### config.mk
export PLATFORM = sky130hd
export DESIGN_NAME = line_frame_sync
export DESIGN_NICKNAME = d
export VERILOG_FILES = /design/src/rtl/lfs_pkg.sv /design/src/rtl/lfs_word_det.sv /design/src/rtl/lfs_frame_trk.sv /design/src/rtl/lfs_sframe_trk.sv /design/src/rtl/lfs_loss_tmr.sv /design/src/rtl/line_frame_sync.sv
export SDC_FILE = /design/constraint.sdc
export NUM_CORES = 1
export LEC_CHECK = 0
export BUFFER_PORTS_ARGS = -buffer_cell sky130_fd_sc_hd__buf_2
export CAP_MARGIN = 40
export CORE_UTILIZATION = 54
export CTS_CLUSTER_SIZE = 20
export DETAILED_ROUTE_END_ITERATION = 8
export PLACE_DENSITY_LB_ADDON = 0.2
export SLEW_MARGIN = 20
export SYNTH_ARGS = -nofsm -noshare
export SYNTH_HDL_FRONTEND = slang
export SYNTH_SLANG_ARGS = --single-unit
### constraint.sdc
create_clock -name clk_i -period 2.09 [get_ports clk_i]
set_clock_uncertainty 0.05 [all_clocks]
set_input_delay 0.209 -clock clk_i [delete_from_list [all_inputs] [get_ports clk_i]]
set_output_delay 0.209 -clock clk_i [all_outputs]
set_load 0.02 [all_outputs]
### src/rtl/lfs_pkg.sv
package lfs_pkg;
  // marker, oldest symbol in MSB; 1 = +3, 0 = -3
  localparam logic [8:0] SW_PATTERN = 9'b110001011;
  localparam int SW_LEN = $bits(SW_PATTERN);

  typedef enum logic [1:0] {
    ST_HUNT = 2'd0,
    ST_CONF = 2'd1,
    ST_SYNC = 2'd2
  } sync_state_e;
endpackage

### src/rtl/lfs_word_det.sv
module lfs_word_det
  import lfs_pkg::*;
(
  input  logic       clk_i,
  input  logic       rst_ni,
  input  logic       valid_i,
  input  logic [1:0] sym_i,
  output logic       pos_hit_o,
  output logic       neg_hit_o
);
  localparam int HW = 2 * (SW_LEN - 1);

  logic [HW-1:0]       hist_q;
  logic [2*SW_LEN-1:0] win;
  logic [SW_LEN-1:0]   eq_pos, eq_neg;

  always_ff @(posedge clk_i or negedge rst_ni) begin
    if (!rst_ni)      hist_q <= {(SW_LEN-1){2'b01}};
    else if (valid_i) hist_q <= {hist_q[HW-3:0], sym_i};
  end

  assign win = {hist_q, sym_i};

  for (genvar k = 0; k < SW_LEN; k++) begin : g_cmp
    localparam logic [1:0] REF = SW_PATTERN[k] ? 2'b11 : 2'b00;
    assign eq_pos[k] = (win[2*k+:2] == REF);
    assign eq_neg[k] = (win[2*k+:2] == ~REF);
  end

  assign pos_hit_o = valid_i & (&eq_pos);
  assign neg_hit_o = valid_i & (&eq_neg);
endmodule

### src/rtl/lfs_frame_trk.sv
module lfs_frame_trk
  import lfs_pkg::*;
#(
  parameter int FRAME_LEN  = 120,
  parameter int MISS_LIMIT = 3,
  parameter int POS_W      = $clog2(FRAME_LEN)
) (
  input  logic             clk_i,
  input  logic             rst_ni,
  input  logic             valid_i,
  input  logic             sig_ok_i,
  input  logic             hit_any_i,
  input  logic             exp_ok_i,
  output logic [POS_W-1:0] pos_o,
  output sync_state_e      state_o,
  output logic             lock_next_o,
  output logic             chk_o,
  output logic             wrap_o,
  output logic             fstb_o
);
  localparam int MISS_W = $clog2(MISS_LIMIT + 1);
  localparam logic [POS_W-1:0]  LAST_POS = POS_W'(FRAME_LEN - 1);
  localparam logic [POS_W-1:0]  CHK_POS  = POS_W'(SW_LEN - 1);
  localparam logic [POS_W-1:0]  START    = POS_W'(SW_LEN);
  localparam logic [MISS_W-1:0] MISS_MAX = MISS_W'(MISS_LIMIT - 1);

  sync_state_e      state_q, state_n;
  logic [POS_W-1:0] pos_q, pos_n;
  logic [MISS_W-1:0] miss_q, miss_n;

  assign chk_o  = valid_i && (pos_q == CHK_POS) && (state_q != ST_HUNT);
  assign wrap_o = valid_i && (pos_q == LAST_POS);

  always_comb begin
    state_n = state_q;
    pos_n   = pos_q;
    miss_n  = miss_q;
    if (valid_i) begin
      pos_n = (pos_q == LAST_POS) ? '0 : pos_q + 1'b1;
      unique case (state_q)
        ST_HUNT: if (hit_any_i) begin
          pos_n   = START;
          state_n = ST_CONF;
          miss_n  = '0;
        end
        ST_CONF: if (chk_o) state_n = exp_ok_i ? ST_SYNC : ST_HUNT;
        ST_SYNC: if (chk_o) begin
          if (exp_ok_i) miss_n = '0;
          else if (miss_q == MISS_MAX) begin
            state_n = ST_HUNT;
            miss_n  = '0;
          end else miss_n = miss_q + 1'b1;
        end
        default: state_n = ST_HUNT;
      endcase
    end
    if (!sig_ok_i) begin
      state_n = ST_HUNT;
      miss_n  = '0;
    end
  end

  always_ff @(posedge clk_i or negedge rst_ni) begin
    if (!rst_ni) begin
      state_q <= ST_HUNT;
      pos_q   <= '0;
      miss_q  <= '0;
      fstb_o  <= 1'b0;
    end else begin
      state_q <= state_n;
      pos_q   <= pos_n;
      miss_q  <= miss_n;
      fstb_o  <= wrap_o && (state_q == ST_SYNC) && sig_ok_i;
    end
  end

  assign pos_o       = pos_q;
  assign state_o     = state_q;
  assign lock_next_o = (state_n == ST_SYNC);
endmodule

### src/rtl/lfs_sframe_trk.sv
module lfs_sframe_trk #(
  parameter int SF_FRAMES = 8
) (
  input  logic clk_i,
  input  logic rst_ni,
  input  logic chk_i,
  input  logic pos_hit_i,
  input  logic neg_hit_i,
  input  logic lock_next_i,
  input  logic wrap_i,
  input  logic sig_ok_i,
  output logic exp_ok_o,
  output logic sf_lock_o,
  output logic sstb_o
);
  localparam int FIDX_W = (SF_FRAMES > 1) ? $clog2(SF_FRAMES) : 1;
  localparam logic [FIDX_W-1:0] LAST_F = FIDX_W'(SF_FRAMES - 1);

  logic [FIDX_W-1:0] fidx_q;
  logic              sf_q;
  logic              anchor;

  // polarity is only enforced once the superframe is anchored
  assign exp_ok_o = sf_q ? ((fidx_q == '0) ? neg_hit_i : pos_hit_i)
                         : (pos_hit_i | neg_hit_i);
  assign anchor   = chk_i && neg_hit_i && !sf_q && lock_next_i;

  always_ff @(posedge clk_i or negedge rst_ni) begin
    if (!rst_ni) begin
      fidx_q <= '0;
      sf_q   <= 1'b0;
      sstb_o <= 1'b0;
    end else begin
      if (!lock_next_i) sf_q <= 1'b0;
      else if (anchor)  sf_q <= 1'b1;
      if (anchor)      fidx_q <= '0;
      else if (wrap_i) fidx_q <= (fidx_q == LAST_F) ? '0 : fidx_q + 1'b1;
      sstb_o <= wrap_i && sf_q && (fidx_q == LAST_F) && sig_ok_i;
    end
  end

  assign sf_lock_o = sf_q;
endmodule

### src/rtl/lfs_loss_tmr.sv
module lfs_loss_tmr #(
  parameter int LOSS_SYMS = 38400
) (
  input  logic clk_i,
  input  logic rst_ni,
  input  logic valid_i,
  input  logic in_sync_i,
  output logic lost_o
);
  localparam int CNT_W = $clog2(LOSS_SYMS + 1);
  localparam logic [CNT_W-1:0] LIM = CNT_W'(LOSS_SYMS - 1);

  logic [CNT_W-1:0] cnt_q;

  always_ff @(posedge clk_i or negedge rst_ni) begin
    if (!rst_ni) begin
      cnt_q  <= '0;
      lost_o <= 1'b0;
    end else if (in_sync_i) begin
      cnt_q  <= '0;
      lost_o <= 1'b0;
    end else if (valid_i && !lost_o) begin
      cnt_q <= cnt_q + 1'b1;
      if (cnt_q == LIM) lost_o <= 1'b1;
    end
  end
endmodule

### src/rtl/line_frame_sync.sv
module line_frame_sync
  import lfs_pkg::*;
#(
  parameter int FRAME_LEN   = 120,
  parameter int SF_FRAMES   = 8,
  parameter int MISS_LIMIT  = 3,
  parameter int LOSS_FRAMES = 320,
  localparam int POS_W      = $clog2(FRAME_LEN)
) (
  input  logic             clk_i,
  input  logic             rst_ni,
  input  logic             sym_valid_i,
  input  logic [1:0]       sym_i,
  input  logic             sig_ok_i,
  output logic             frame_sync_o,
  output logic             sframe_sync_o,
  output logic [POS_W-1:0] sym_pos_o,
  output logic             frame_strobe_o,
  output logic             sframe_strobe_o,
  output logic             sync_loss_o
);
  localparam int LOSS_SYMS = LOSS_FRAMES * FRAME_LEN;

  logic        pos_hit, neg_hit, exp_ok, lock_next, chk, wrap;
  sync_state_e state;

  lfs_word_det u_det (
    .clk_i, .rst_ni,
    .valid_i  (sym_valid_i),
    .sym_i,
    .pos_hit_o(pos_hit),
    .neg_hit_o(neg_hit)
  );

  lfs_frame_trk #(
    .FRAME_LEN(FRAME_LEN), .MISS_LIMIT(MISS_LIMIT), .POS_W(POS_W)
  ) u_frm (
    .clk_i, .rst_ni,
    .valid_i    (sym_valid_i),
    .sig_ok_i,
    .hit_any_i  (pos_hit | neg_hit),
    .exp_ok_i   (exp_ok),
    .pos_o      (sym_pos_o),
    .state_o    (state),
    .lock_next_o(lock_next),
    .chk_o      (chk),
    .wrap_o     (wrap),
    .fstb_o     (frame_strobe_o)
  );

  lfs_sframe_trk #(.SF_FRAMES(SF_FRAMES)) u_sf (
    .clk_i, .rst_ni,
    .chk_i      (chk),
    .pos_hit_i  (pos_hit),
    .neg_hit_i  (neg_hit),
    .lock_next_i(lock_next),
    .wrap_i     (wrap),
    .sig_ok_i,
    .exp_ok_o   (exp_ok),
    .sf_lock_o  (sframe_sync_o),
    .sstb_o     (sframe_strobe_o)
  );

  lfs_loss_tmr #(.LOSS_SYMS(LOSS_SYMS)) u_loss (
    .clk_i, .rst_ni,
    .valid_i  (sym_valid_i),
    .in_sync_i(state == ST_SYNC),
    .lost_o   (sync_loss_o)
  );

  assign frame_sync_o = (state == ST_SYNC);
endmodule

==> results of run 1 <==
==> critical path, stage by stage, from the launching register on <==
cell and delay, ps:
dfstp_2 530, or4bb_4 470, nor4b_4 270, nand2_1 120
a31o_1 220, o31a_1 300, nor3_2 160
==> cells in the final DEF (no fill, tap or decap), types with 4 or more instances in the layout <==
cell type | Yosys | layout
ha_1 | 6 | 6
o31ai_1 | 4 | 4
nor2_1 | 24 | 24
dfstp_2 | 8 | 8
nand2_1 | 19 | 18
clkbuf_8 | 0 | 6
nand4_1 | 6 | 6
and3_1 | 4 | 4
dfrtp_1 | 42 | 42
buf_2 | 1 | 17
o21ai_0 | 4 | 4
a21oi_1 | 9 | 7
nand3_1 | 8 | 8
inv_1 | 9 | 9
nor3_1 | 6 | 6
mux2_2 | 15 | 15
buf_4 | 1 | 29
xnor2_1 | 4 | 4
xor2_1 | 10 | 10
==> metal layers <==
metal  routed length [um]  GRT usage (%)
met4                   91           10.0
met3                  164           4.27
met1                 2400           31.6
met5                    0              0
met2                 2550           38.5
==> flip-flops by register name, summed over array words and instances, names as in the netlist <==
signal,cells
u_sf.fidx_q,3
u_sf.sf_lock_o,1
u_frm.state_o,2
u_loss.cnt_q,16
u_sf.sstb_o,1
u_loss.lost_o,1
u_frm.pos_o,7
u_det.hist_q,16
u_frm.miss_q,2
u_frm.fstb_o,1
==> power by group through the flow <==
| stage | Clock [mW] | Sequential, mW | Combinational [mW] |
|---|---|---|---|
| final | 0.705 | 1.39 | 0.729 |
| after detailed placement | 0 | 1.38 | 0.709 |
| after global placement | 0 | 1.38 | 0.689 |
| after CTS | 0.721 | 1.37 | 0.717 |
| after global routing | 0.764 | 1.42 | 0.813 |
| after floorplan | 0 | 1.43 | 0.341 |
==> per-stage QoR <==
stage,total power [mW],hold WS [ps]
floorplan,1.77,-137
global placement,2.07,184
detailed placement,2.09,186
CTS,2.81,114
global route,2.99,112
finish,2.82,114
==> layout make-up <==
type / count / area share (%)
repair buffers: 48 / 10.8
multi-input cells: 171 / 41.3
clock inverters: 1 / 0.974
clock buffers: 7 / 2.80
inverters: 9 / 1.10
flip-flops and latches: 50 / 40.9
well taps: 52 / 2.11
==> cells by family (layout without fill, tap and decap cells) <==
family | after synthesis | after routing
buffers and inverters | 16 | 65
and+or+nand+nor | 98 | 98
xor gates and xnor gates | 14 | 14
AOI/OAI and AO/OA | 37 | 37
adders and majority gates | 6 | 6
DFF | 50 | 50
muxes | 16 | 16
==> timing repair <==
item	4_1_cts	5_1_grt
hold buffers	1	0
setup endpoints to repair	11	15
buffers inserted	2	2
hold endpoints to repair	17	0
gates resized for setup	3	8
pin swaps	3	7
==> worst paths after layout <==
check | endpoint | startpoint | slack (ps) | depth (start not counted)
worst min register to register | u_frm.miss_q[0] | u_frm.miss_q[0] | 450 | 1
worst min-delay path | u_det.hist_q[1] | sym_i[1] | 110 | 2
min in group asynchronous | u_det.hist_q[9] | rst_ni | 380 | 2
max in group asynchronous | u_det.hist_q[8] | rst_ni | 990 | 3
worst max-delay path | u_sf.sf_lock_o | u_det.hist_q[0] | -110 | 6
worst max register to register | u_sf.sf_lock_o | u_det.hist_q[0] | -110 | 6
==> out/qor.csv, run 1 <==
stage;metric;value;unit
detailed_routing;ant_nets;0;
placement;dp.cells;325;
synth;yosysTopAreaCellShare;41.4;%
run_status;status;finished with violations;
die;fp.dieArea;0.00498;mm^2
critical_path;cp.arrival;2380;ps
pwr;p_comb_share;25.9;%
finish;postLayoutCellArea;0.00308;mm^2
synth;synth_seq_area_share;49.7;%
clock_tree;clock_path_buffers;2;
synth;syn_avg_cell_area;10.7;um^2
timing;slew_violations;0;
pwr;swShare;30.7;%
pwr;switchingPower;866;uW
global_routing;grt_pass1_wl;9090;um
detailed_routing;vias;1938;
synth;synth_edf_count;0;
global_routing;overflow;0;
clock_tree;cts.clk_slew.worst_paths;90;ps
pwr;power_density;915;mW/mm^2
synth;synthMuxAreaShare;7.05;%
critical_path;end_kind;register;
die;die_x;70.6;um
timing;fin_setup_tns;-370;ps
synth;syn_nets;249;
timing;max-slew-margin-rel;61.7;%
synth;yosysWarnings;0;
synth;yosys-top-cells-count;42 x dfrtp_1, 24 x nor2_1, 19 x nand2_1;
critical_path;worstSetupPathType;reg -> reg;
finish;nets;297;
synth;synth_top_family_by_area;simple AND/OR/NAND/NOR gates;
detailed_routing;first_pass_iters;4;
pwr;power_frac_clock;25.0;%
timing;worstMarginPinSlew;575;ps
synth;yosysMostFrequentCell;dfrtp_1;
global_routing;grt_max_degree;29;
placement;port_buffers;17;
synth;yosysTopAreaCell;dfrtp_1;
synth;synth-xor-area-share;4.83;%
critical_path;required;2270;ps
clock_tree;cts-root-buf;clkbuf_8;
die;initial_core_util;57.1;%
placement;dpl_cell_area;0.00287;mm^2
pwr;p_leak;1.44;nW
synth;ys_types;55;
clock_tree;tritoncts;yes;
timing;period_needed;2200;ps
timing;rsz0062_at_grt;true;
timing;final-hold-violation-count;0;
clock_tree;cts_sinks;50;
finish;multi_input_area;0.00127;mm^2
synth;yosys-top-cells-area;dfrtp_1 41%, dfstp_2 8.3%, mux2_2 6.7%;
detailed_routing;drt_iter0_markers;99;
detailed_routing;viasPerCell;5.73;
critical_path;cp_max_fo;2;
synth;synth_ff_type;dfrtp_1;
finish;area_growth;21.4;%
finish;fillers;334;
synth;synth_compound_area_share;10.1;%
die;core;0.00444;mm^2
finish;seqCellArea;0.00126;mm^2
finish;instances_no_fill;338;
pwr;p_seq_share;49.1;%
detailed_routing;avgRoutedWirePerCell;15.4;um
placement;pre_cts_slack;-113;ps
global_routing;grt_pass1_vias;1946;
die;core.rowCount;24;
detailed_routing;wl;5200;um
die;pin_count;18;
die;die_y;70.6;um
detailed_routing;drc;0;
finish;antennaDiodeCount;0;
timing;setup_ws;-109;ps
synth;ys_async_sr_fraction;100;%
synth;yosys.area_share.simple;22.8;%
finish;layout-drive-gt1-share;32.5;%
global_routing;antenna_found_initial;0;
synth;synth-adder-area-share;2.96;%
pwr;max-vdd-ir-drop;574;uV
timing;final-setup-viol-count;7;
global_routing;grt_use_total;23.6;%
finish;fin_util;69.3;%
critical_path;crit_path_start_kind;register;
timing;min_period_over_period;105;%
clock_tree;cts_max_level;2;
run;drv_cap;0;
placement;gp_congestion;0.805;
pwr;internal_power;1.96;mW
hold_path;hp-class;in -> reg;
synth;synth_area;0.00254;mm^2
synth;synth_cells;237;
placement;dp_hpwl;3580;um
clock_tree;worstSkewPairLatency;300;ps
run_status;violations;setup timing;
synth;synth_seq_cells;50;
clock_tree;cts_made_buffers;5;
timing;fmax;0.455;GHz
Power figures use the tool's default switching activity.
==> inputs of run 2 (changes only) <==
Settings changed: PLACE_DENSITY set to 0.75, PLACE_DENSITY_LB_ADDON 0.2 to unset.
==> run 2 against run 1 <==
  * The run still ends with setup timing left
  * Critical path depth unchanged
  * Sequential power about the same
  * Fmax increased by 0.47%
  * Global-route usage decreased by 1.2 points
  * Largest cell class is now flip-flops and latches
  * Via count increased by 0.98%
  * Cell count increased by 1.2%
  * Combinational power about the same
  * Core utilization decreased by 0.65 points
  * Highest routed layer unchanged
==> out/qor.csv, run 2 (same netlist as run 1, synthesis figures left out) <==
stage;metric;value;unit;change
finish;nets;301;;+1.3%
placement;dp_hpwl;3700;um;+3.3%
finish;antennaDiodeCount;0;;unchanged
critical_path;setup.worst_path.start;u_det.hist_q[0];;
detailed_routing;wl;5140;um;-1.2%
placement;pre_cts_slack;-69.5;ps;+44.0 ps
clock_tree;cts-root-buf;clkbuf_8;;
critical_path;crit_path_start_kind;register;;
timing;final-setup-viol-count;9;;+2
detailed_routing;drt_iter0_markers;111;;+12%
detailed_routing;vias;1957;;+0.98%
critical_path;crit_path_max_incr_delay;530;ps;about the same
timing;worstMarginPinSlew;441;ps;-134 ps
detailed_routing;drc;0;;unchanged
timing;min_period_over_period;105;%;-0.49 points
pwr;power_density;911;mW/mm^2;-0.43%
critical_path;r2r_setup_slack;-100;ps;about the same
critical_path;worstSetupPathType;reg -> reg;;
global_routing;overflow;0;;unchanged
finish;fillers;347;;+3.9%
critical_path;crit_chain;or4bb_1, nor4b_4, nand2_1, a31o_1, o31a_1, nor3_2;;
global_routing;grt_pass1_wl;8680;um;-4.6%
placement;dp.cells;331;;+1.8%
hold_path;holdPathEnd;u_det.hist_q[1];;
finish;postLayoutCellArea;0.00305;mm^2;-0.93%
clock_tree;cts_made_buffers;5;;unchanged
critical_path;cp.arrival;2380;ps;about the same
clock_tree;cts_max_level;2;;unchanged
placement;dpl_cell_area;0.00290;mm^2;+1.1%
timing;setup_ws;-98.7;ps;+10.3 ps
finish;area_growth;20.3;%;
clock_tree;cts.clk_slew.worst_paths;90;ps;about the same
die;initial_core_util;57.1;%;unchanged
run;drv_cap;0;;unchanged
clock_tree;worstSkewPairLatency;310;ps;about the same
timing;fmax;0.457;GHz;+0.47%
critical_path;cp_max_fo;2;;unchanged
finish;fin_util;68.7;%;-0.65 points
timing;rsz0062_at_grt;true;;
hold_path;hp-class;in -> reg;;
run_status;status;finished with violations;;
timing;fin_setup_tns;-496;ps;-126 ps
clock_tree;clock_path_buffers;2;;unchanged
hold_path;hp-start;sym_i[1];;
die;pin_count;18;;unchanged
timing;final-hold-violation-count;0;;unchanged
clock_tree;tritoncts;yes;;
finish;final_common_cell;dfrtp_1;;
pwr;p_leak;1.43;nW;-0.63%
critical_path;reg2regPathDepth;6;;unchanged
global_routing;grt_pass1_vias;1936;;-0.51%
global_routing;antenna_found_initial;0;;unchanged
critical_path;timing.rr.end;u_sf.sf_lock_o;;
critical_path;cpMaxStageDelayCell;dfstp_2;;
critical_path;r2r_start;u_det.hist_q[0];;
die;fp.dieArea;0.00498;mm^2;unchanged
detailed_routing;viasPerCell;5.72;;-0.20%
run_status;violations;setup timing;;
critical_path;required;2280;ps;about the same
detailed_routing;first_pass_iters;5;;+1
die;core;0.00444;mm^2;unchanged
die;die_x;70.6;um;unchanged
pwr;max-vdd-ir-drop;1040;uV;+80%
hold_path;min_path_cells;2;;unchanged
timing;max-slew-margin-rel;70.4;%;+8.7 points
critical_path;end_kind;register;;
global_routing;grt_use_total;22.5;%;-1.2 points
finish;layout-drive-gt1-share;31.4;%;-1.1 points
clock_tree;cts_sinks;50;;unchanged
die;core.rowCount;24;;unchanged
placement;gp_congestion;0.834;;+3.6%
placement;port_buffers;17;;unchanged
die;die_y;70.6;um;unchanged
detailed_routing;avgRoutedWirePerCell;15.0;um;-2.4%
timing;period_needed;2190;ps;-10.3 ps
finish;final_cell_mix;42 x dfrtp_1, 34 x buf_4, 24 x nor2_1;;
timing;slew_violations;0;;unchanged
global_routing;grt_max_degree;23;;-21%
finish;instances_no_fill;342;;+1.2%
detailed_routing;ant_nets;0;;unchanged
## run 2: metrics by stage
| stage | power (mW) | hold slack [ps] |
|---|---|---|
| global route | 2.94 | 117 |
| floorplan | 1.77 | -137 |
| global placement | 2.07 | 93.3 |
| detailed placement | 2.11 | 93.5 |
| finish | 2.78 | 115 |
| CTS | 2.80 | 111 |
## run 2: worst max-delay path: cells and delay by family, from the launching register on
family | cells | cell delay (ps)
DFF | 1 | 530
AOI/OAI and AO/OA | 2 | 510
and+or+nand+nor | 4 | 1030
## run 2: what timing repair did
| action | in CTS | in global routing |
|---|---|---|
| buffers inserted | 1 | 1 |
| hold endpoints to repair | 10 | 0 |
| hold buffers | 1 | 0 |
| setup endpoints to repair | 8 | 14 |
| pin swaps | 2 | 1 |
| resized for setup | 1 | 1 |
## run 2: layout make-up
| type | instances | area, um^2 | area share [%] |
|---|---|---|---|
| flip-flops and latches | 50 | 1260 | 41.3 |
| multi-input cells | 171 | 1230 | 40.3 |
| repair buffers | 52 | 350 | 11.5 |
| clock buffers | 6 | 72.6 | 2.38 |
| well taps | 52 | 65.1 | 2.13 |
| clock inverters | 2 | 38.8 | 1.27 |
| inverters | 9 | 33.8 | 1.11 |
## run 2: report_power, final
part	internal [mW]	switching, mW	total, mW	leakage, nW
logic	0.367	0.364	0.731	0.745
clock network	0.359	0.319	0.679	0.0554
registers	1.19	0.183	1.37	0.633
total	1.92	0.867	2.78	1.43
## run 2: metal layers
| metal | global-route usage (%) | vias to the layer above | part of all wire, % |
|---|---|---|---|
| met5 | 0 | - | 0 |
| met4 | 7.78 | 0 | 1.0 |
| met3 | 6.13 | 6 | 3.1 |
| met2 | 36.1 | 25 | 49 |
| met1 | 29.8 | 964 | 47 |
| li1 | - | 962 | - |
## run 2: worst max-delay path by stage
stage / endpoint / slack (ps) / cells after the start
2_1_floorplan: u_frm.pos_o[5] / -30 / 7
3_3_place_gp: u_sf.fidx_q[2] / -110 / 8
3_5_place_dp: u_sf.sf_lock_o / -70 / 6
4_1_cts: u_sf.sf_lock_o / -70 / 6
5_1_grt: u_sf.sf_lock_o / -180 / 6
6_report: u_sf.sf_lock_o / -100 / 6
==> inputs of run 3 (changes only) <==
Settings changed: CORE_UTILIZATION 54 to 58, GPL_ROUTABILITY_DRIVEN set to 0, PLACE_DENSITY 0.75 to 0.77.
Clock period 2.09 ns to 2.5 ns, I/O delays scaled along.
==> run 3 against run 2 <==
  * The run now ends clean
  * Flip-flop and latch count is the same
  * Design area shrank 7.8%
  * Register-to-register slack better by 310 ps
  * Die area is 6.7% lower
  * Sequential share of layout area rose by 3.5 points
  * Routed wire length decreased by 7.7%
  * First-iteration DRC count up 2.7%
  * Sequential power shrank 14%
  * Via count is 5.8% lower
  * Setup slack gained 310 ps
  * Largest power group unchanged
  * Cell count decreased by 8.5%
==> out/qor.csv, run 3 (same netlist as run 1, synthesis figures left out) <==
stage;metric;value;unit;change
critical_path;required;2650;ps;+370 ps
timing;period_needed;2290;ps;+99.8 ps
global_routing;overflow;0;;unchanged
timing;setup_ws;212;ps;+310 ps
clock_tree;cts_max_level;2;;unchanged
global_routing;grt_max_degree;31;;+35%
placement;dp_hpwl;3380;um;-8.7%
pwr;power_density;751;mW/mm^2;-18%
run;drv_cap;0;;unchanged
global_routing;grt_use_total;24.3;%;+1.9 points
detailed_routing;avgRoutedWirePerCell;15.2;um;+0.84%
critical_path;cp.arrival;2440;ps;+60 ps
clock_tree;cts_sinks;50;;unchanged
timing;whs;147;ps;+32.2 ps
finish;final_common_cell;dfrtp_1;;
timing;final-setup-viol-count;0;;-9
detailed_routing;vias;1843;;-5.8%
clock_tree;cts.clk_slew.worst_paths;90;ps;about the same
finish;antennaDiodeCount;0;;unchanged
timing;fin_setup_tns;0;ps;+496 ps
timing;final-hold-violation-count;0;;unchanged
finish;instances_no_fill;313;;-8.5%
pwr;max-vdd-ir-drop;554;uV;-46%
timing;fmax;0.437;GHz;-4.4%
run_status;status;completed;;
timing;worstMarginPinSlew;634;ps;+192 ps
critical_path;crit_cells;7;;+1
timing;slew_violations;0;;unchanged
finish;nets;274;;-9.0%
detailed_routing;drc;0;;unchanged
clock_tree;post_cts_buffers;0;;-1
pwr;p_seq_share;55.7;%;+6.4 points
global_routing;antenna_found_initial;0;;unchanged
placement;dp.cells;304;;-8.2%
critical_path;cpLargestDelayFamily;simple AND/OR/NAND/NOR gates;;
critical_path;crit_chain;or4bb_1, nor4b_2, a22oi_2, nor3_2, buf_4, o31ai_1, a21o_1;;
clock_tree;clock_path_buffers;2;;unchanged
clock_tree;worstSkewPairLatency;300;ps;about the same
die;fp.dieArea;0.00464;mm^2;-6.7%
hold_path;hp-class;in -> reg;;
pwr;p_comb_share;21.4;%;-4.9 points
critical_path;reg2regPathDepth;7;;+1
detailed_routing;first_pass_iters;4;;-1
pwr;p_leak;1.28;nW;-10%
detailed_routing;ant_nets;0;;unchanged
placement;dpl_cell_area;0.00271;mm^2;-6.8%
clock_tree;cts-root-buf;clkbuf_8;;
pwr;internal_power;1.44;mW;-25%
detailed_routing;wl;4740;um;-7.7%
die;initial_core_util;62.1;%;+5.0 points
critical_path;crit_path_start_kind;register;;
critical_path;r2r_setup_slack;210;ps;+310 ps
finish;final_cell_mix;42 x dfrtp_1, 24 x nor2_1, 19 x nand2_1;;
clock_tree;cts_made_buffers;5;;unchanged
critical_path;worstSetupPathType;reg -> reg;;
critical_path;end_kind;register;;
pwr;swShare;32.1;%;+0.90 points
finish;area_growth;10.9;%;
timing;max-slew-margin-rel;57.8;%;-13 points
placement;port_buffers;17;;unchanged
pwr;power_frac_clock;23.0;%;-1.4 points
pwr;switchingPower;678;uW;-22%
die;pin_count;18;;unchanged
finish;postLayoutCellArea;0.00281;mm^2;-7.8%
detailed_routing;viasPerCell;5.89;;+2.9%
global_routing;grt_pass1_wl;8230;um;-5.2%
detailed_routing;drt_iter0_markers;114;;+2.7%
hold_path;min_path_cells;2;;unchanged
timing;min_period_over_period;91.5;%;-13 points
die;core.rowCount;23;;-4.2%
critical_path;path_buf_inv;1;;+1
timing;rsz0062_at_grt;false;;
critical_path;crit_path_max_incr_delay;550;ps;+20 ps
finish;layout-drive-gt1-share;24.0;%;-7.4 points
placement;pre_cts_slack;176;ps;+246 ps
global_routing;grt_pass1_vias;1779;;-8.1%
die;die_x;68.1;um;-3.4%
critical_path;cp_max_fo;11;;+9
critical_path;cpMaxStageDelayCell;dfstp_2;;
die;core;0.00409;mm^2;-8.1%
die;die_y;68.1;um;-3.4%
clock_tree;tritoncts;yes;;
run 3: changes by cell type in the layout (fill, tap and decap cells not counted), sizes merged:
| cell | before | now |
|---|---|---|
| bufinv | 1 | 0 |
| clkbuf | 6 | 7 |
| buf | 51 | 24 |
run 3: per-stage QoR:
| step | util, % | total power, mW |
|---|---|---|
| final | 68.9 | 2.11 |
| after global routing | 68.9 | 2.24 |
| after CTS | 68.7 | 2.13 |
| after detailed placement | 66.2 | 1.64 |
| after global placement | 66.2 | 1.62 |
| after floorplan | - | 1.47 |
run 3: path summary, 6_finish.rpt:
path	end	startpoint
setup / recovery	u_frm.pos_o[5]	u_det.hist_q[0]
hold / removal	u_det.hist_q[1]	sym_i[1]
setup reg to reg	u_frm.pos_o[5]	u_det.hist_q[0]
hold reg to reg	u_frm.miss_q[0]	u_frm.miss_q[0]
max in group asynchronous	u_det.hist_q[2]	rst_ni
min in group asynchronous	u_det.hist_q[9]	rst_ni
run 3: final cells by class:
class	instances	area, um^2
Multi-Input combinational cell	171	1220
Tap cell	50	62.6
Clock inverter	1	5.00
Inverter	9	33.8
Timing Repair Buffer	25	148
Clock buffer	7	86.3
Fill cell	336	1270
Sequential cell	50	1260
run 3: power groups by stage:
stage | clock network [mW] | logic [mW] | registers, mW
final | 0.485 | 0.452 | 1.18
after floorplan | 0 | 0.282 | 1.19
after CTS | 0.499 | 0.455 | 1.17
after global placement | 0 | 0.435 | 1.18
after detailed placement | 0 | 0.452 | 1.19
after global routing | 0.530 | 0.503 | 1.21
run 3: worst reg2reg max path: stages, from the launching register on:
cell and delay [ps]:
dfstp_2 550, or4bb_1 410, nor4b_2 370, a22oi_2 180, nor3_2 130, buf_4 190
o31ai_1 110, a21o_1 190
run 3: repair_timing:
| item | 4_1_cts | 5_1_grt |
|---|---|---|
| hold buffers | 1 | 0 |
| endpoints found under the setup margin | 0 | 3 |
| endpoints found under the hold margin | 22 | 0 |
| gates resized for setup | 0 | 1 |
run 3: routing by layer:
layer / part of all wire [%] / track usage (%) / routed length [um]
met5: 0 / 0 / 0
met4: 1.5 / 8.59 / 72
met3: 2.8 / 4.50 / 134
met2: 49 / 40.3 / 2340
met1: 46 / 31.9 / 2200
